[src/rtl/hz_pkg.sv]
`timescale 1ns/1ps
package hz_pkg;
   // downstream slots tracked behind decode: execute, memory, writeback
   localparam int unsigned LATE_STAGES = 3;

   typedef enum logic [1:0] {
      SRC_RF  = 2'd0,
      SRC_EX  = 2'd1,
      SRC_MEM = 2'd2,
      SRC_WB  = 2'd3
   } fwd_src_e;
endpackage

[src/rtl/hz_stage_track.sv]
`timescale 1ns/1ps
// Shadow record of destination, write flag and load flag for the slots
// behind decode. Index 0 is execute; higher indices are older.
module hz_stage_track #(
   parameter int unsigned REG_W = 5,
   parameter int unsigned DEPTH = 3
) (
   input  logic                         clk,
   input  logic                         rst_n,
   input  logic                         hold_i,
   input  logic [REG_W-1:0]             rd_i,
   input  logic                         wr_i,
   input  logic                         load_i,
   output logic [DEPTH-1:0][REG_W-1:0]  rd_o,
   output logic [DEPTH-1:0]             wr_o,
   output logic                         ex_load_o
);
   logic [DEPTH-1:0][REG_W-1:0] rd_q;
   logic [DEPTH-1:0]            wr_q;
   logic                        ld_q;

   always_ff @(posedge clk or negedge rst_n) begin
      if (!rst_n) begin
         rd_q <= '0;
         wr_q <= '0;
         ld_q <= 1'b0;
      end else begin
         for (int s = DEPTH - 1; s > 0; s--) begin
            rd_q[s] <= rd_q[s-1];
            wr_q[s] <= wr_q[s-1];
         end
         // a held decode slot sends a non-writing bubble into execute
         rd_q[0] <= hold_i ? '0 : rd_i;
         wr_q[0] <= wr_i && !hold_i;
         ld_q    <= load_i && !hold_i;
      end
   end

   assign rd_o      = rd_q;
   assign wr_o      = wr_q;
   assign ex_load_o = ld_q;
endmodule

[src/rtl/hz_operand_match.sv]
`timescale 1ns/1ps
// Resolves one source operand against the downstream record.
module hz_operand_match
   import hz_pkg::*;
#(
   parameter int unsigned REG_W  = 5,
   parameter int unsigned DEPTH  = 3,
   parameter bit          BYPASS = 1'b1
) (
   input  logic [REG_W-1:0]             src_i,
   input  logic                         used_i,
   input  logic [DEPTH-1:0][REG_W-1:0]  rd_i,
   input  logic [DEPTH-1:0]             wr_i,
   input  logic                         ex_load_i,
   output fwd_src_e                     sel_o,
   output logic                         stall_o
);
   logic             live;
   logic [DEPTH-1:0] hit;

   // register zero is hard-wired and never a dependency
   assign live = used_i && (src_i != '0);

   for (genvar s = 0; s < DEPTH; s++) begin : g_cmp
      assign hit[s] = live && wr_i[s] && (rd_i[s] == src_i);
   end

   if (BYPASS) begin : g_fwd
      always_comb begin
         sel_o = SRC_RF;
         // scan oldest to youngest so the youngest hit wins
         for (int s = DEPTH - 1; s >= 0; s--) begin
            if (hit[s]) sel_o = fwd_src_e'(2'(s + 1));
         end
      end
      // load data is not ready while the load is still in execute
      assign stall_o = hit[0] && ex_load_i;
   end else begin : g_wait
      logic unused_ex_load;
      assign unused_ex_load = ex_load_i;
      assign sel_o   = SRC_RF;
      assign stall_o = |hit;
   end
endmodule

[src/rtl/hazard_ctrl.sv]
`timescale 1ns/1ps
module hazard_ctrl
   import hz_pkg::*;
#(
   parameter int unsigned REG_W  = 5,
   parameter bit          BYPASS = 1'b1
) (
   input  logic             clk,
   input  logic             rst_n,
   input  logic [REG_W-1:0] dec_rs,
   input  logic [REG_W-1:0] dec_rt,
   input  logic             dec_rs_rd,
   input  logic             dec_rt_rd,
   input  logic [REG_W-1:0] dec_rd,
   input  logic             dec_wr,
   input  logic             dec_load,
   output logic [1:0]       fwd_rs,
   output logic [1:0]       fwd_rt,
   output logic             stall
);
   localparam int unsigned DEPTH = LATE_STAGES;
   localparam int unsigned NOPS  = 2;

   if (REG_W < 2 || REG_W > 8) begin : g_bad_width
      $error("hazard_ctrl: REG_W must lie in 2..8");
   end
   if (DEPTH != 3) begin : g_bad_depth
      $error("hazard_ctrl: select encoding assumes three downstream slots");
   end

   logic [DEPTH-1:0][REG_W-1:0] trk_rd;
   logic [DEPTH-1:0]            trk_wr;
   logic                        trk_ld;

   logic [NOPS-1:0][REG_W-1:0]  op_src;
   logic [NOPS-1:0]             op_used;
   fwd_src_e                    op_sel [NOPS];
   logic [NOPS-1:0]             op_stall;

   assign op_src  = {dec_rt, dec_rs};
   assign op_used = {dec_rt_rd, dec_rs_rd};

   hz_stage_track #(
      .REG_W (REG_W),
      .DEPTH (DEPTH)
   ) u_track (
      .clk       (clk),
      .rst_n     (rst_n),
      .hold_i    (stall),
      .rd_i      (dec_rd),
      .wr_i      (dec_wr),
      .load_i    (dec_load),
      .rd_o      (trk_rd),
      .wr_o      (trk_wr),
      .ex_load_o (trk_ld)
   );

   for (genvar k = 0; k < NOPS; k++) begin : g_op
      hz_operand_match #(
         .REG_W  (REG_W),
         .DEPTH  (DEPTH),
         .BYPASS (BYPASS)
      ) u_match (
         .src_i     (op_src[k]),
         .used_i    (op_used[k]),
         .rd_i      (trk_rd),
         .wr_i      (trk_wr),
         .ex_load_i (trk_ld),
         .sel_o     (op_sel[k]),
         .stall_o   (op_stall[k])
      );
   end

   assign stall  = |op_stall;
   assign fwd_rs = op_sel[0];
   assign fwd_rt = op_sel[1];
endmodule

[config.mk]
export PLATFORM = sky130hd
export DESIGN_NAME = hazard_ctrl
export DESIGN_NICKNAME = d
export VERILOG_FILES = /design/src/rtl/hz_pkg.sv /design/src/rtl/hz_stage_track.sv /design/src/rtl/hz_operand_match.sv /design/src/rtl/hazard_ctrl.sv
export SDC_FILE = /design/constraint.sdc
export NUM_CORES = 1
export LEC_CHECK = 0
export BUFFER_PORTS_ARGS = -buffer_cell sky130_fd_sc_hd__buf_2
export CAP_MARGIN = 5
export CORE_MARGIN = 8
export CORE_UTILIZATION = 54
export DETAILED_ROUTE_END_ITERATION = 10
export HOLD_SLACK_MARGIN = 0.05
export MAX_ROUTING_LAYER = met4
export PLACE_DENSITY = 0.83
export SLEW_MARGIN = 15
export SYNTH_ARGS = -nofsm -noshare
export SYNTH_HDL_FRONTEND = slang
export SYNTH_SLANG_ARGS = --single-unit
[constraint.sdc]
create_clock -name clk -period 5.2 [get_ports clk]
set_clock_uncertainty 0.1 [all_clocks]
set_input_delay 1.04 -clock clk [delete_from_list [all_inputs] [get_ports clk]]
set_output_delay 1.04 -clock clk [all_outputs]
set_load 0.02 [all_outputs]
==> impl_metrics.yaml, run 1 <==
run_status:
  status: "complete, no violations"
sta:
  slew_violations: 0
  layout_min_cycle_time_ns: 3.71
  min_period_over_period_pct: 71.3
  relSlewSlack_pct: 71.0
  finalHoldViolations: 0
  rsz0062_at_grt: "no"
  finalSetupTns_ns: 0
  max_freq_ghz: 0.270
  worst_slew_pin_slew_ns: 0.431
  worst_slack_ns: 1.49
  setup_viol: 0
power_and_ir_drop:
  vdd.ir_drop.worst_uv: 168
  leakage_uw: 0.000525
  power_density_nw_per_um2: 242
  finalPower_uw: 285
cells_and_area:
  layout_commonest_cell: "buf_2"
  fillerInstances: 136
  finalNonFillerCells: 136
  final_nets: 133
  final_util_pct: 68.1
  area_growth_pct: 18.4
  antenna_cells: 0
  layout_common_cells: "25 x buf_2, 24 x xor2_1, 19 x dfrtp_1"
  drive_gt1_share_pct: 30.6
global_route:
  track_usage_pct: 13.6
  grt_pass1_vias: 823
  antenna_found_initial: 0
  overflow: 0
  grt_max_degree: 20
  grt_pass1_wl_mm: 3.50
setup_path:
  arrival_ns: 2.57
  required_ns: 4.06
  r2r_slack_ns: 3.36
  end_kind: "output pin"
  start_kind: "input pin"
  r2r_end: "u_track.rd_o[2]$_DFF_PN0_"
  critPathCapture: "stall"
  worstSetupStartpoint: "dec_rs[0]"
  criticalPathCategory: "in -> out"
  rr_startpoint: "u_track.rd_o[1]$_DFF_PN0_"
  r2r_cells: 5
  crit_path_max_fanout: 8
cts:
  holdBufCountCts: 0
  htreeDepth: 1
  cts_made_buffers: 3
  root_buffer: "clkbuf_4"
  clockBufferDepth: 2
  cts-resized-gates: 0
  cts_tree: "built"
  clk_latency_ns: 0.30
  post_cts_buffers: 0
  clkTransAtPathRegs_ns: 0.11
  clock-sinks: 19
place:
  place_congestion: 0.881
  dp_hpwl_mm: 1.66
  io_buffer_count: 25
  dpl.cell_count: 132
  place_ws_ns: 1.50
logic_synthesis:
  synthSimpleGateAreaFrac_pct: 17.4
  synth-compound-area-share_pct: 7.93
  synth_top_family_by_area: "XOR/XNOR gates"
  muxShareOfSynthArea_pct: 0
  synthXorXnorAreaFrac_pct: 26.4
  ys_seq_elements: 19
  synthCells: 82
  synthAdderAreaFrac_pct: 0
  seq_area_frac_synth_pct: 47.9
  netlist_area_um2: 993
  synth_warnings: 0
  synth_cell_types: 15
  postSynthAreaPerCell_um2: 12.1
  synth_nets: 103
floorplan:
  coreArea_um2: 1730
  die-area_um2: 3470
  dieWidth_um: 58.9
  row_count: 15
  initial_core_util_pct: 57.5
  die_height_um: 58.9
  io-pin-count: 26
worst_hold_path:
  hold_path_depth: 0
  hold_path_class: "reg -> reg"
route:
  drtAntennaViolNets: 0
  via_per_inst: 5.20
  first_pass_iters: 6
  wirelength_mm: 2.13
  routedWlPerCell_um: 15.6
  drt-initial-drc-count: 11
  via_count: 707
  drc: 0
run:
  drv_cap: 0
-- power by group --
part | internal, uW | leakage (uW) | switching, uW
logic | 21.8 | 0.000288 | 24.2
registers | 156 | 0.000222 | 8.51
clock network | 29.9 | 0.0000150 | 44.8
total | 208 | 0.000525 | 77.5
-- routing by layer --
metal  global-route usage [%]  part of all wire (%)  vias up
met4                     7.85                   1.9        0
met2                     22.1                    46       27
met5                        -                     0        -
met3                     3.04                   5.5        5
li1                         -                     -      344
met1                     15.1                    47      331
-- registers in the layout (all words and copies together), names as in the netlist --
signal             count
u_track.ex_load_o      1
u_track.rd_o          15
u_track.wr_o           3
-- cells in the mapped netlist --
cell type | n | area share (%)
inv_1 | 1 | 0.38
nor2_1 | 2 | 0.76
o21ai_4 | 3 | 4.9
nand3_1 | 4 | 2.0
nor4_1 | 6 | 3.8
and2_1 | 7 | 4.4
a211oi_1 | 2 | 1.5
nand4b_1 | 2 | 1.8
or4_4 | 2 | 2.3
xnor2_1 | 6 | 5.3
and4b_4 | 1 | 1.4
xor2_1 | 24 | 21
and4b_1 | 1 | 1.0
o31ai_1 | 2 | 1.5
dfrtp_1 | 19 | 48
-- per-stage QoR --
| step | hold slack [ns] | area (um^2) |
|---|---|---|
| 2_1_floorplan | 0.273 | 993 |
| 3_3_place_gp | 0.296 | 1150 |
| 3_5_place_dp | 0.301 | 1150 |
| 4_1_cts | 0.324 | 1180 |
| 5_1_grt | 0.340 | 1180 |
| 6_report | 0.339 | 1180 |
-- cell type report --
cell class	count	area, um^2	area share [%]
multi-input cells	62	514	43.7
repair buffers	25	125	10.6
well taps	25	31.3	2.66
inverters	1	3.75	0.319
flip-flops and latches	19	475	40.4
clock buffers	4	26.3	2.23
-- logic make-up (layout without fill, tap and decap cells) --
| family | Yosys count | in the layout |
|---|---|---|
| buf+inv | 1 | 30 |
| xor+xnor | 30 | 30 |
| simple gates | 25 | 25 |
| compound gates | 7 | 7 |
| flops | 19 | 19 |
-- worst min-delay path by stage --
stage	from	endpoint	slack, ns
finish	u_track.wr_o[1]$_DFF_PN0_	u_track.wr_o[2]$_DFF_PN0_	0.34
global route	u_track.wr_o[1]$_DFF_PN0_	u_track.wr_o[2]$_DFF_PN0_	0.34
CTS	u_track.wr_o[1]$_DFF_PN0_	u_track.wr_o[2]$_DFF_PN0_	0.32
detailed placement	u_track.wr_o[1]$_DFF_PN0_	u_track.wr_o[2]$_DFF_PN0_	0.30
global placement	u_track.wr_o[1]$_DFF_PN0_	u_track.wr_o[2]$_DFF_PN0_	0.30
floorplan	u_track.wr_o[1]$_DFF_PN0_	u_track.wr_o[2]$_DFF_PN0_	0.27
-- critical path: stages --
cell and delay (ns):
buf_2 0.14, or4_4 0.55, o21ai_4 0.18, and4b_1 0.26, o21ai_4 0.19, inv_1 0.05
buf_2 0.15
Note: power is estimated with default switching activity, not from simulation.
==> run 2: changes to the inputs <==
Settings changed: ABC_AREA set to 1, CORE_UTILIZATION 54 to 47, PLACE_DENSITY 0.83 to 0.76.
Clock period 5.2 ns to 3.4 ns, I/O delays scaled along.
==> run 2 against run 1 <==
Sequential share of layout area is 4.1 points lower. Non-clock buffer count stayed put. Global-route usage is 0.46 points higher. Clock power is 51% higher. Critical path depth is 2 higher. Hold slack worse by 0.13 ns. Largest power group unchanged.
==> impl_metrics.yaml, run 2 <==
run_status:
  status: "complete, no violations"
logic_synthesis:
  synth_cell_types: 15
  synth_warnings: 0
  synthCells: 166
  synth_area_leaders: "dfrtp_1 42%, nand2_1 17%, inv_1 11%"
  synthArstFlopShare_pct: 100
  yosysTopAreaCell: "dfrtp_1"
  yosysTopAreaCellShare_pct: 42.4
  ys_seq_elements: 19
  seq_area_frac_synth_pct: 42.4
  netlist_area_um2: 1120
  postSynthAreaPerCell_um2: 6.75
  synth-edff-count: 0
  yosys-top-cells-count: "52 x nand2_1, 34 x inv_1, 19 x dfrtp_1, 17 x nor2_1, 12 x nand3_1"
  yosysMostFrequentCell: "nand2_1"
  synth_nets: 187
  synth_ff_type: "dfrtp_1"
global_route:
  grt_pass1_vias: 1130
  overflow: 0
  antenna_found_initial: 0
  grt_max_degree: 20
  track_usage_pct: 14.1
  grt_pass1_wl_mm: 4.66
cells_and_area:
  final_util_pct: 58.5
  fillerInstances: 215
  ff_latch_area_um2: 475
  antenna_cells: 0
  drive_gt1_share_pct: 17.9
  area_growth_pct: 16.6
  multi_input_area_um2: 510
  layout_common_cells: "52 x nand2_1, 34 x inv_1, 25 x buf_2"
  largest_reg_flops: 15
  final_nets: 217
  layout_commonest_cell: "nand2_1"
power_and_ir_drop:
  internal-power_uw: 316
  pwr-share-seq_pct: 55.8
  p_sw_share_pct: 29.4
  vdd.ir_drop.worst_uv: 304
  finalPower_uw: 448
  power_frac_clock_pct: 25.2
  leakage_uw: 0.000791
  power_density_nw_per_um2: 342
  power_frac_comb_pct: 19.1
  switchingPower_uw: 132
cts:
  post_cts_buffers: 0
  holdBufCountCts: 0
  cts_made_buffers: 3
  htreeDepth: 1
  root_buffer: "clkbuf_4"
  clockBufferDepth: 2
  cts-resized-gates: 0
  clk_latency_ns: 0.29
  cts_tree: "built"
  clkTransAtPathRegs_ns: 0.11
  clock-sinks: 19
setup_path:
  critPathMaxStageDelay_ns: 0.20
  criticalPathCategory: "in -> out"
  arrival_ns: 1.73
  critPathMostFrequentCell: "nand2_1"
  start_kind: "input pin"
  cp_top_family: "simple AND/OR/NAND/NOR gates"
  cp_cell_sequence: "buf_2 -> inv_1 -> nand2_1 -> nand2_1 -> nand2_1 -> nor2_1 -> nand4_1 -> nand2_2 -> buf_2"
  worst_path_max_delay_cell: "buf_2"
  crit_buf_inv: 3
  end_kind: "output pin"
  crit_path_max_fanout: 8
  required_ns: 2.62
route:
  drt-initial-drc-count: 39
  drc: 0
  drtAntennaViolNets: 0
  first_pass_iters: 4
  wirelength_mm: 2.77
  routedWlPerCell_um: 12.4
  via_per_inst: 5.01
  via_count: 1118
place:
  io_buffer_count: 25
  place_congestion: 0.925
  dp_hpwl_mm: 2.28
sta:
  relSlewSlack_pct: 71.8
  layout_min_cycle_time_ns: 2.51
  worst_slew_pin_slew_ns: 0.424
  max_freq_ghz: 0.398
  rsz0062_at_grt: "no"
  slew_violations: 0
  finalHoldViolations: 0
  finalSetupTns_ns: 0
  setup_viol: 0
  min_period_over_period_pct: 73.8
floorplan:
  initial_core_util_pct: 50.2
  die-area_um2: 4200
  coreArea_um2: 2230
  dieWidth_um: 64.8
  die_height_um: 64.8
  row_count: 17
  io-pin-count: 26
run:
  drv_cap: 0
worst_hold_path:
  hold_path_class: "in -> async"
-- run 2: changes by cell type in the layout (fill, tap and decap cells not counted), sizes merged, moves of 7 or more --
cell	previous run	this run
and2	7	0
inv	1	36
nand3	4	12
xor2	24	6
nand2	0	55
nor2	2	17
-- run 2: worst register-to-register path, stage by stage, from the launching register on --
cell,delay [ns]
dfrtp_1,0.41
inv_1,0.07
nand2_1,0.07
o21ai_0,0.09
nor2_1,0.16
nand4_1,0.15
nand2_2,0.18
nor2_1,0.06
-- run 2: metal layers --
layer	vias up	GRT usage, %	wire length, um	part of all wire (%)
met5	-	-	0	0
met4	0	4.90	10	0.36
met3	2	2.75	146	5.3
met2	37	26.0	1470	53
met1	516	14.5	1140	41
li1	563	-	-	-
-- run 2: logic make-up after synthesis --
kind of cell    Yosys count  share of synthesized area, %
xor+xnor                  6                          4.69
buf+inv                  36                          12.1
simple gates             92                          34.8
flops                    19                          42.4
compound gates           13                          6.03
-- run 2: cell type report --
| class | count | area share, % |
|---|---|---|
| Tap cell | 28 | 2.68 |
| Inverter | 36 | 10.3 |
| Clock buffer | 4 | 2.01 |
| Sequential cell | 19 | 36.4 |
| Timing Repair Buffer | 25 | 9.57 |
| Multi-Input combinational cell | 111 | 39.0 |
-- run 2: metrics by stage --
step | worst slack, ns | hold slack [ns] | instance area, um^2 | instances
after CTS | 0.888 | 0.209 | 1310 | 223
after global routing | 0.748 | 0.219 | 1310 | 223
after detailed placement | 0.893 | 0.273 | 1280 | 219
after global placement | 0.880 | 0.261 | 1280 | 219
final | 0.889 | 0.207 | 1310 | 223
after floorplan | 1.15 | 0.254 | 1120 | 166
-- run 2: worst paths after layout --
kind | slack (ns) | from | endpoint | depth (start not counted)
worst max-delay path | 0.89 | dec_rs[4] | stall | 9
worst min-delay path | 0.21 | rst_n | u_track.rd_o[8]$_DFF_PN0_ | 1
worst max register to register | 2.00 | u_track.rd_o[1]$_DFF_PN0_ | u_track.wr_o[0]$_DFF_PN0_ | 7
worst min register to register | 0.30 | u_track.wr_o[1]$_DFF_PN0_ | u_track.wr_o[2]$_DFF_PN0_ | 0
max in group asynchronous | 2.70 | rst_n | u_track.rd_o[14]$_DFF_PN0_ | 1
min in group clk | 0.30 | u_track.wr_o[1]$_DFF_PN0_ | u_track.wr_o[2]$_DFF_PN0_ | 0
-- run 2: power by group through the flow --
stage	clock [uW]	combinational, uW	sequential (uW)
3_3_place_gp	0	82.5	253
4_1_cts	119	85.2	249
2_1_floorplan	0	50.6	251
6_report	113	85.3	250
3_5_place_dp	0	84.9	254
5_1_grt	128	96.2	251
